### src/rtl/dma_hs_arbiter.sv
`timescale 1ns/1ps
module dma_hs_arbiter #(
  parameter int NCH    = 8,
  parameter int NLINES = 16
) (
  input  logic                           clk,
  input  logic                           rst_n,
  input  logic [NLINES-1:0]              req_i,
  input  logic [NCH-1:0]                 chan_start_i,
  input  logic [NCH*(2*$clog2(NLINES)+6)-1:0] chan_cfg_i,
  input  logic                           rd_done_i,
  input  logic                           wr_done_i,
  output logic [NCH-1:0]                 grant_o,
  output logic [NLINES-1:0]              ack_o
);
  localparam int LW      = $clog2(NLINES);
  localparam int CW      = (NCH > 1) ? $clog2(NCH) : 1;
  localparam int SRC_LSB = 3;
  localparam int SRC_EN  = SRC_LSB + LW;
  localparam int DST_LSB = SRC_EN + 2;
  localparam int DST_EN  = DST_LSB + LW;
  localparam int CFGW    = DST_EN + 1;

  logic [NLINES-1:0] req_m, req_s, ack_q, ack_set;
  logic [NCH-1:0]    elig, pick, grant_q;
  logic [CW-1:0]     gidx;
  logic [CFGW-1:0]   gcf;
  logic              busy;
  logic              unused_cfg;

  assign unused_cfg = ^chan_cfg_i;
  assign busy    = |grant_q;
  assign pick    = elig & (~elig + NCH'(1));
  assign grant_o = grant_q;
  assign ack_o   = ack_q;

  for (genvar c = 0; c < NCH; c++) begin : g_ch
    logic [CFGW-1:0] cf;
    assign cf = chan_cfg_i[c*CFGW +: CFGW];
    assign elig[c] = chan_start_i[c]
                   & (~cf[SRC_EN] | req_s[cf[SRC_LSB +: LW]])
                   & (~cf[DST_EN] | req_s[cf[DST_LSB +: LW]]);

    // a new grant only on enabled lines that were high
    a_r4_grant_needs_req: assert property (@(posedge clk) disable iff (!rst_n)
      $rose(grant_q[c]) |-> $past(chan_start_i[c]
        && (!cf[SRC_EN] || req_s[cf[SRC_LSB +: LW]])
        && (!cf[DST_EN] || req_s[cf[DST_LSB +: LW]])));
  end

  always_comb begin
    gidx = '0;
    for (int c = 0; c < NCH; c++)
      if (grant_q[c]) gidx = CW'(c);
  end

  assign gcf = chan_cfg_i[gidx*CFGW +: CFGW];

  always_comb begin
    ack_set = '0;
    if (busy && rd_done_i && gcf[SRC_EN]) ack_set[gcf[SRC_LSB +: LW]] = 1'b1;
    if (busy && wr_done_i && gcf[DST_EN]) ack_set[gcf[DST_LSB +: LW]] = 1'b1;
  end

  always_ff @(posedge clk) begin
    if (!rst_n) begin
      req_m   <= '0;
      req_s   <= '0;
      ack_q   <= '0;
      grant_q <= '0;
    end else begin
      req_m <= req_i;
      req_s <= req_m;
      ack_q <= (ack_q | ack_set) & req_s;
      if (busy) begin
        if (wr_done_i) grant_q <= '0;
      end else begin
        grant_q <= pick;
      end
    end
  end

  a_r3_single_grant: assert property (@(posedge clk) disable iff (!rst_n)
    $onehot0(grant_q));

  a_r5_hold: assert property (@(posedge clk) disable iff (!rst_n)
    busy && !wr_done_i |=> $stable(grant_q));

  a_r5_release: assert property (@(posedge clk) disable iff (!rst_n)
    busy && wr_done_i |=> grant_q == '0);

  a_r6_src_ack: assert property (@(posedge clk) disable iff (!rst_n)
    busy && rd_done_i && gcf[SRC_EN] && req_s[gcf[SRC_LSB +: LW]]
      |=> ack_q[$past(gcf[SRC_LSB +: LW])]);

  a_r7_dst_ack: assert property (@(posedge clk) disable iff (!rst_n)
    busy && wr_done_i && gcf[DST_EN] && req_s[gcf[DST_LSB +: LW]]
      |=> ack_q[$past(gcf[DST_LSB +: LW])]);

  a_r8_ack_drop: assert property (@(posedge clk) disable iff (!rst_n)
    rd_done_i || wr_done_i || (|ack_q) |=> (ack_q & ~$past(req_s)) == '0);

  a_r9_idle_done: assert property (@(posedge clk) disable iff (!rst_n)
    !busy && ack_q == '0 |=> ack_q == '0);
endmodule

### config.mk
export PLATFORM = sky130hd
export DESIGN_NAME = dma_hs_arbiter
export DESIGN_NICKNAME = d
export VERILOG_FILES = /design/src/rtl/dma_hs_arbiter.sv
export SDC_FILE = /design/constraint.sdc
export NUM_CORES = 1
export LEC_CHECK = 0
export BUFFER_PORTS_ARGS = -buffer_cell sky130_fd_sc_hd__buf_4
export CAP_MARGIN = 0
export CORE_MARGIN = 10
export CORE_UTILIZATION = 47
export DETAILED_ROUTE_END_ITERATION = 10
export GPL_TIMING_DRIVEN = 0
export PLACE_DENSITY = 0.78
export SLEW_MARGIN = 20
export SYNTH_ARGS = -nofsm -noshare
export SYNTH_HDL_FRONTEND = slang
export SYNTH_SLANG_ARGS = --single-unit
### constraint.sdc
create_clock -name clk -period 2.2 [get_ports clk]
set_clock_uncertainty 0.05 [all_clocks]
set_input_delay 0.11 -clock clk [delete_from_list [all_inputs] [get_ports clk]]
set_output_delay 0.11 -clock clk [all_outputs]
set_load 0.03 [all_outputs]
-- Word level (Yosys, flattened, before mapping)
Index checks and enable logic that the tools add are counted.
- bits of input ports: 140
- bits in latches: 0
- word-level logic and storage cells: 135
- memory bits (writable): 0
- memories kept: 0
- bits in read-only memories: 0
- output and inout bits: 24
- register bits after elaboration: 56
- divide/modulo/power cells: 0
- equality and inequality tests: 1
- order comparisons: 20
- add/sub/neg operators: 1
- mux-type cells: 47
- reductions and logical operators: 7
- bitwise gates (word level): 53
- shift-type cells: 1
- multiply operators: 1
- operators with widths (kind ; count):
    112-bit by 8-bit variable part select with 14-bit output ; 1
    4-bit by 5-bit less-than comparator with 1-bit output, second input constant ; 18
    1-bit binary-select mux with 4-bit select ; 16
    16-bit two-way mux ; 2
    16-bit OR ; 2
    1-bit two-way mux ; 19
    3-bit two-way mux ; 6
    1-bit bitwise AND ; 16
    16-bit bitwise AND ; 1
    8-bit two-way mux ; 2
    1-bit NOT ; 16
    1-bit OR ; 16
    8-bit by 1-bit adder with 8-bit output, second input constant ; 1
    8-bit bitwise AND ; 1
    1-bit demux with 4-bit select ; 2
    4-bit by 1-bit >= comparator with 1-bit output, second input constant ; 2
    8-bit NOT ; 1
    8-bit OR reduction ; 1
    1-bit logical AND ; 6
    3-bit by 3-bit multiplier with 6-bit output, second input constant ; 1
    2-bit inequality test, second input constant ; 1

-- Depth between registers and ports, before layout
Gate-level depths: netlist (run 1).
- depth after elaboration: 18
- mapped depth: 10
- gate-level depth less buffers: 8

-- Worst setup path after synthesis (run 1)
OpenSTA, ideal clock, no wires.
- path type: reg-to-reg
- start point: reg grant_q[6] (netlist: grant_o[6])
- end point: reg ack_q[11] (netlist: ack_o[11])
- buffers on the path: 2
- data required time: 2.028 ns
- data arrival time: 2.471 ns
- stages on the path, launching flop included: 11
- slack: -0.443 ns
- library setup time: 0.122 ns
- period minus slack after synthesis: 2.643 ns
- cells stage by stage: dfxtp_1 > buf_2 > inv_1 > a21oi_2 > nand2_2 > buf_4 > mux2_2 > o2111a_1 > nand3_1 > nor3_1 > o311a_1
- longest elaborated chain between the ends: 13
- elaborated cells between the ends (all ways): 24
- classes of those cells: mul: 1; order compare: 4; shift: 1; mux: 8; bitwise: 3; reduce/logical: 7
- RTL lines (item ; RTL line ; source):
    from (decl) ; 25 ; logic [NCH-1:0] elig, pick, grant_q;
    from (signal assigned) ; 78 ; grant_q <= pick;
    3-bit two-way mux (2 in series) ; 54 ; if (grant_q[c]) gidx = CW'(c);
    3-bit by 3-bit multiplier with 6-bit output ; 57 ; assign gcf = chan_cfg_i[gidx*CFGW +: CFGW];
    112-bit by 8-bit variable part select with 14-bit output ; 57 ;
    4-bit by 5-bit less-than comparator with 1-bit output (implied by the code) / 4-bit by 1-bit >= comparator with 1-bit output (equally long branches) ; 61 ; if (busy && rd_done_i && gcf[SRC_EN]) ack_set[gcf[SRC_LSB +: LW]] = 1'b1;
    1-bit logical AND (implied by the code) ; 61 ;
    1-bit two-way mux (implied by the code) ; 61 ;
    1-bit demux with 4-bit select ; 61 ;
    16-bit two-way mux ; 61 ;
    16-bit OR (no source line) ; - ;
    16-bit two-way mux * ; 62 ; if (busy && wr_done_i && gcf[DST_EN]) ack_set[gcf[DST_LSB +: LW]] = 1'b1;
    16-bit OR * ; 74 ; ack_q <= (ack_q | ack_set) & req_s;
    16-bit bitwise AND * ; 74 ;
    to (signal assigned) ; 74 ;
    to (decl) ; 24 ; logic [NLINES-1:0] req_m, req_s, ack_q, ack_set;
Every way passes the cells marked *; elsewhere a longest branch is shown, timed or not.
A chain may end at the register's enable or synchronous reset.

-- Final worst setup path (run 1)
- start point: reg req_s[15]
- end point: reg grant_q[5] (netlist: grant_o[5])
- longest elaborated chain between the ends: 9
- elaborated cells between the ends (all ways): 52
- classes of those cells: add/sub: 1; mux: 25; bitwise: 26
- RTL lines (item ; RTL line ; source):
    from (decl) ; 24 ;
    from (signal assigned) ; 73 ; req_s <= req_m;
    1-bit binary-select mux with 4-bit select ; 41 ; & (~cf[SRC_EN] | req_s[cf[SRC_LSB +: LW]])
    1-bit two-way mux (implied by the code) ; 41 ;
    1-bit OR ; 41 ;
    1-bit bitwise AND ; 41 ;
    1-bit bitwise AND ; 42 ; & (~cf[DST_EN] | req_s[cf[DST_LSB +: LW]]);
    8-bit NOT ; 33 ; assign pick = elig & (~elig + NCH'(1));
    8-bit by 1-bit adder with 8-bit output ; 33 ;
    8-bit bitwise AND * ; 33 ;
    8-bit two-way mux * ; 75 ; if (busy) begin
Every way passes the cells marked *; elsewhere a longest branch is shown, timed or not. The select of a mux whose other input is x is not followed.

==> results of run 1 <==
==> kinds of logic (layout without fill, tap and decap cells) <==
family | Yosys count | in the layout | synth area share, %
AO/OA/AOI/OAI | 101 | 101 | 15.71
flip-flops | 56 | 56 | 23.19
buffers and inverters | 49 | 244 | 4.245
multiplexers | 106 | 106 | 39.53
AND/OR/NAND/NOR | 142 | 143 | 17.32
==> layout make-up <==
type                            instances  area, sq um
Clock inverter                          3        33.78
Sequential cell                        56         1187
Tap cell                              133        166.4
Timing Repair Buffer                  189         1544
Buffer                                 35        180.2
Clock buffer                            5        68.82
Fill cell                             713         2649
Inverter                               12        48.80
Multi-Input combinational cell        350         4031
==> cells in the mapped netlist, drive strengths merged, types with 9 or more instances <==
master	instances	area share, %
mux4	66	31
nor2	14	1.1
o22ai	20	2.6
o211a	12	2.5
dfxtp	56	23
mux2i	30	6.2
inv	11	0.85
nand3	21	2.2
a211oi	10	1.6
clkbuf	29	2.3
mux2	10	2.3
and3	11	1.4
and2	35	4.5
o21ai	20	2.1
nand3b	9	1.4
nand2	13	1.1
nor2b	12	1.7
==> power breakdown <==
group	switching, mW	internal (mW)
sequential	0.0523	1.04
combinational	0.932	0.930
clock	0.423	0.241
==> flip-flops by register name, summed over array words and instances, names as in the netlist <==
register / count
grant_o: 8
ack_o: 16
req_m: 16
req_s: 16
==> layer usage <==
metal  track usage [%]  vias up
li1                  -     2222
met1             31.46     2533
met2             41.85      392
met3             7.027       73
met4             13.19        0
met5                 0        -
==> worst max-delay path, delay by kind of cell (launching register included) <==
kind	cells	cell delay, ps
AND/OR/NAND/NOR	3	690
buffers and inverters	1	130
multiplexers	2	760
AO/OA/AOI/OAI	3	480
flip-flops	1	400
==> final timing paths <==
check                                      from          to  slack, ps
worst min-delay path            chan_start_i[6]  grant_o[6]        0.5
worst min register to register         req_m[8]    req_s[8]        380
worst max-delay path                  req_s[15]  grant_o[5]       -370
worst max register to register        req_s[15]  grant_o[5]       -370
==> stage by stage <==
| step | hold WS, ps | TNS, ps |
|---|---|---|
| global placement | 268.9 | -8505 |
| detailed placement | 270.6 | -9627 |
| floorplan | 181.7 | -284.5 |
| CTS | 20.86 | -3706 |
| finish | 0.4959 | -5407 |
| global route | 35.43 | -6847 |
==> repair_timing <==
item,4_1_cts,5_1_grt
endpoints found under the setup margin,23,23
gates resized for setup,64,65
hold endpoints to repair,17,0
hold buffers,17,0
cloned,2,0
setup buffers,35,20
pin swaps,23,30
==> impl_metrics.csv, run 1 <==
group,metric,value,unit
timing,slew_headroom,44.28,%
drt,dr.pass1.iters,7,
worst_setup_path,reg2reg_depth,9,
power,peakVddDrop,0.0003778,V
clocking,clk_pin_slew,120,ps
synthesis,syn_nets,594,
grt,grt_pass1_wl,29880,microns
drt,top_layer_used,"met4",
grt,grt_max_degree,21,
synthesis,syn-instance-count,454,
worst_setup_path,critPathMaxFanout,5,
drt,wl_met1,7304,microns
die,die_area,0.01474,sq mm
clocking,cts_made_buffers,5,
die,die_w,121.4,microns
drt,dr_wl_met3,2410,microns
worst_setup_path,crit_path_top_delay_cell,"mux4_2",
timing,fin_crit_sh,116.7,%
grt,grt_overflow_total,0,
timing,hold_viol_final,0,
synthesis,synthArstFlopShare,0,%
timing,worst_pin_slew,827.1,ps
final_layout,insertedDiodeCount,0,
synthesis,synth_edf_count,0,
synthesis,avgSynthCellArea,10.65,sq um
timing,min_period,2568,ps
drt,antenna_left,0,
drt,routedWlPerCell,25.74,microns
synthesis,ys_seq_elements,56,
final_layout,area_growth,50.22,%
drt,drt_first_iter_violations,678,
drt,wl,20150,microns
placement,dp.cells,707,
drt,route.vias.total,5220,
final_layout,finish.instance_area,0.007261,sq mm
clocking,cts.sink_count,56,
timing,rsz0062_at_grt,"yes",
placement,gp_congestion,0.9445,
clocking,cts.path.max_buffers,2,
placement,hpwl,14580,microns
worst_setup_path,crit_arrival,2790,ps
grt,antenna_found_initial,0,
worst_setup_path,crit_path_end_kind,"flop",
die,coreArea,0.009910,sq mm
clocking,clk-insertion-delay-late,340,ps
die,rows,36,
final_layout,layout_common_cells,"161 x buf_4, 66 x mux4_2, 34 x and2_1",
final_layout,final_common_cell,"buf_4",
final_layout,drive_gt1_share,56.77,%
timing,final.setup.worst_slack,-368.2,ps
timing,setup_viol,21,
power,power.total,3.622,mW
die,die_height,121.4,microns
min_path,min_path_type,"input pin to flop",
placement,port_buffers,120,
timing,timing.fmax,389.4,MHz
worst_setup_path,startpoint_type,"flop",
min_path,hold_depth,3,
synthesis,ys_seq_area_share,23.19,%
clocking,h-tree-depth,2,
run_status,run_status,"finished, violations left",
timing,drv_slew,0,
final_layout,layout.nets,789,
drt,wl_met2,9603,microns
placement,place_ws,-578.0,ps
worst_setup_path,max_stage_delay,460,ps
power,power_density,498.8,mW/mm^2
final_layout,final_util,73.27,%
clocking,clockRootBuffer,"clkbuf_8",
die,ios,164,
power,leakage,3.085,nW
worst_setup_path,cp_cell_sequence,"mux4_2 > mux2_4 > a221oi_4 > o41ai_4 > or3_4 > nor2b_4 > buf_6 > a21oi_2 > nor2b_1",
worst_setup_path,critical_path_required,2430,ps
run,maxCapViolCount,0,
synthesis,synthFlopType,"dfxtp_1",
drt,drcViolationCount,0,
synthesis,yosysWarnings,0,
placement,place_area,0.006057,sq mm
final_layout,stdcell_count,783,
synthesis,syn-cell-area,0.004833,sq mm
run_status,violations,"negative setup slack",
synthesis,ys_types,55,
die,start_util,48.78,%
grt,track_usage,26.07,%
drt,vias_per_cell,6.667,
worst_setup_path,crit_type,"flop to flop",
clocking,cts_tree,"done",
grt,grt_pass1_vias,5393,
No activity file was read; power rests on OpenSTA's default activity.
==> run 2: changes to the inputs <==
--- a/config.mk
+++ b/config.mk
@@ -8,10 +8,10 @@
 export BUFFER_PORTS_ARGS = -buffer_cell sky130_fd_sc_hd__buf_4
 export CAP_MARGIN = 0
 export CORE_MARGIN = 10
-export CORE_UTILIZATION = 47
+export CORE_UTILIZATION = 52
 export DETAILED_ROUTE_END_ITERATION = 10
 export GPL_TIMING_DRIVEN = 0
-export PLACE_DENSITY = 0.78
+export PLACE_DENSITY = 0.82
 export SLEW_MARGIN = 20
 export SYNTH_ARGS = -nofsm -noshare
 export SYNTH_HDL_FRONTEND = slang
==> constraint.sdc (replaced) <==
create_clock -name clk -period 2.95 [get_ports clk]
set_clock_uncertainty 0.05 [all_clocks]
set_input_delay 0.1475 -clock clk [delete_from_list [all_inputs] [get_ports clk]]
set_output_delay 0.1475 -clock clk [all_outputs]
set_load 0.03 [all_outputs]
==> impl_metrics.csv, run 2 (synthesis results as in run 1) <==
group,metric,value,unit
worst_setup_path,critPathMaxFanout,10,
power,peakVddDrop,0.0002954,V
timing,setup_viol,0,
worst_setup_path,crit_top_cell,"buf_2",
timing,hold_viol_final,1,
worst_setup_path,crit_type,"flop to flop",
die,start_util,52.81,%
grt,grt_pass1_vias,4865,
run_status,violations,"negative hold slack",
run,maxCapViolCount,0,
power,p_sw_share,37.88,%
drt,wl,18390,microns
power,p_int,1.399,mW
drt,drcViolationCount,0,
die,coreArea,0.009153,sq mm
final_layout,fillers,716,
placement,port_buffers,120,
drt,antenna_left,0,
placement,hpwl,14160,microns
final_layout,drive_gt1_share,38.53,%
worst_setup_path,crit_path_end_kind,"flop",
timing,timing.fmax,351.4,MHz
worst_setup_path,critical_path_required,3120,ps
clocking,h-tree-depth,2,
timing,slew_headroom,41.55,%
power,pwr-share-comb,42.2,%
worst_setup_path,cp_cell_sequence,"buf_2 > nor2_1 > o21ai_2 > buf_2 > nand3_1 > a21oi_1 > o41ai_1 > o22ai_1 > o211a_1",
grt,antenna_found_initial,0,
power,leakage,2.688,nW
drt,vias_per_cell,6.905,
worst_setup_path,crit_path_top_delay_cell,"o41ai_1",
drt,drt_first_iter_violations,527,
worst_setup_path,crit_buf_inv,2,
grt,track_usage,26.52,%
power,power_density,362.2,mW/mm^2
timing,whs,-1.709,ps
clocking,cts.sink_count,56,
power,power.net_switching,0.8534,mW
power,power.total,2.253,mW
final_layout,layout_common_cells,"122 x buf_4, 63 x mux4_2, 56 x dfxtp_1",
timing,finalSetupTns,0,ps
power,clock_power_share,21.4,%
clocking,clk-insertion-delay-late,330,ps
die,die_w,116.4,microns
worst_setup_path,critical_path.top_delay_family,"compound AO/OA/AOI/OAI gates",
drt,dr.pass1.iters,5,
clocking,clk_pin_slew,120,ps
final_layout,final_common_cell,"buf_4",
power,seqPwrFrac,36.4,%
die,ios,164,
placement,gp_congestion,0.9583,
worst_setup_path,crit_arrival,3020,ps
run_status,run_status,"finished, violations left",
min_path,min_path_type,"input pin to flop",
clocking,cts_made_buffers,5,
grt,grt_max_degree,21,
clocking,clockRootBuffer,"clkbuf_8",
grt,grt_pass1_wl,27540,microns
timing,worst_pin_slew,865.4,ps
timing,rsz0062_at_grt,"yes",
die,die_height,116.4,microns
timing,fin_crit_sh,96.47,%
final_layout,finish.instance_area,0.006220,sq mm
die,rows,35,
drt,routedWlPerCell,25.98,microns
clocking,cts.path.max_buffers,2,
drt,route.vias.total,4889,
final_layout,area_growth,28.68,%
grt,grt_overflow_total,0,
placement,place_area,0.005873,sq mm
timing,min_period,2846,ps
die,die_area,0.01355,sq mm
worst_setup_path,max_stage_delay,830,ps
final_layout,layout.nets,736,
timing,drv_slew,0,
clocking,cts_tree,"done",
worst_setup_path,startpoint_type,"flop",
final_layout,insertedDiodeCount,0,
final_layout,final_util,67.96,%
==> run 2: cell types whose count changed in the layout (fill, tap and decap cells not counted), sizes merged <==
cell,before,now
buf,178,128
dlygate4sd3,17,15
nand2,14,13
==> run 2: worst paths after layout <==
path / startpoint / end / slack, ps / cells after the start
max reg2reg: grant_o[6] / ack_o[13] / 100 / 9
max: grant_o[6] / ack_o[13] / 100 / 9
min: req_i[1] / req_m[1] / -2 / 2
min reg2reg: req_m[5] / req_s[5] / 380 / 1
==> run 2: layout make-up <==
type                       instances  area [sq um]  area share, %
inverter                          12         45.04         0.7242
clock inverter                     3         33.78         0.5431
tap                              111         138.9          2.233
multi-input combinational        349          3601          57.90
clock buffer                       5         68.82          1.106
buffer                            37         160.2          2.575
sequential                        56          1121          18.02
timing repair buffer             135          1051          16.90
==> run 2: per-stage QoR <==
stage	std cells	setup slack, ps
after floorplan	454	307.1
after global placement	685	-228.5
after detailed placement	685	-300.7
after CTS	708	6.566
after global routing	708	-3.616
final	708	104.2
==> run 2: metal layers <==
| layer | wire (microns) | part of all wire (%) | vias to the layer above | track usage [%] |
|---|---|---|---|---|
| li1 | - | - | 2112 | - |
| met3 | 2132 | 12 | 49 | 6.780 |
| met5 | 0 | 0 | - | 0 |
| met1 | 6674 | 36 | 2375 | 32.87 |
| met4 | 554 | 3.0 | 0 | 9.008 |
| met2 | 9033 | 49 | 353 | 43.93 |
==> run 2: timing repair <==
action                                  CTS  global route
buffers inserted                          0             0
hold buffers                             15             0
gates resized for setup                   4            12
endpoints found under the hold margin    15             0
cloned                                    0             0
pin swaps                                 0             1
endpoints found under the setup margin   18            18
==> run 2: power groups by stage <==
stage | Combinational [mW] | Clock [mW] | Sequential (mW)
2_1_floorplan | 0.535 | 0 | 0.832
3_3_place_gp | 0.860 | 0 | 0.832
3_5_place_dp | 0.873 | 0 | 0.834
4_1_cts | 0.899 | 0.494 | 0.817
5_1_grt | 1.00 | 0.525 | 0.824
6_report | 0.951 | 0.481 | 0.820
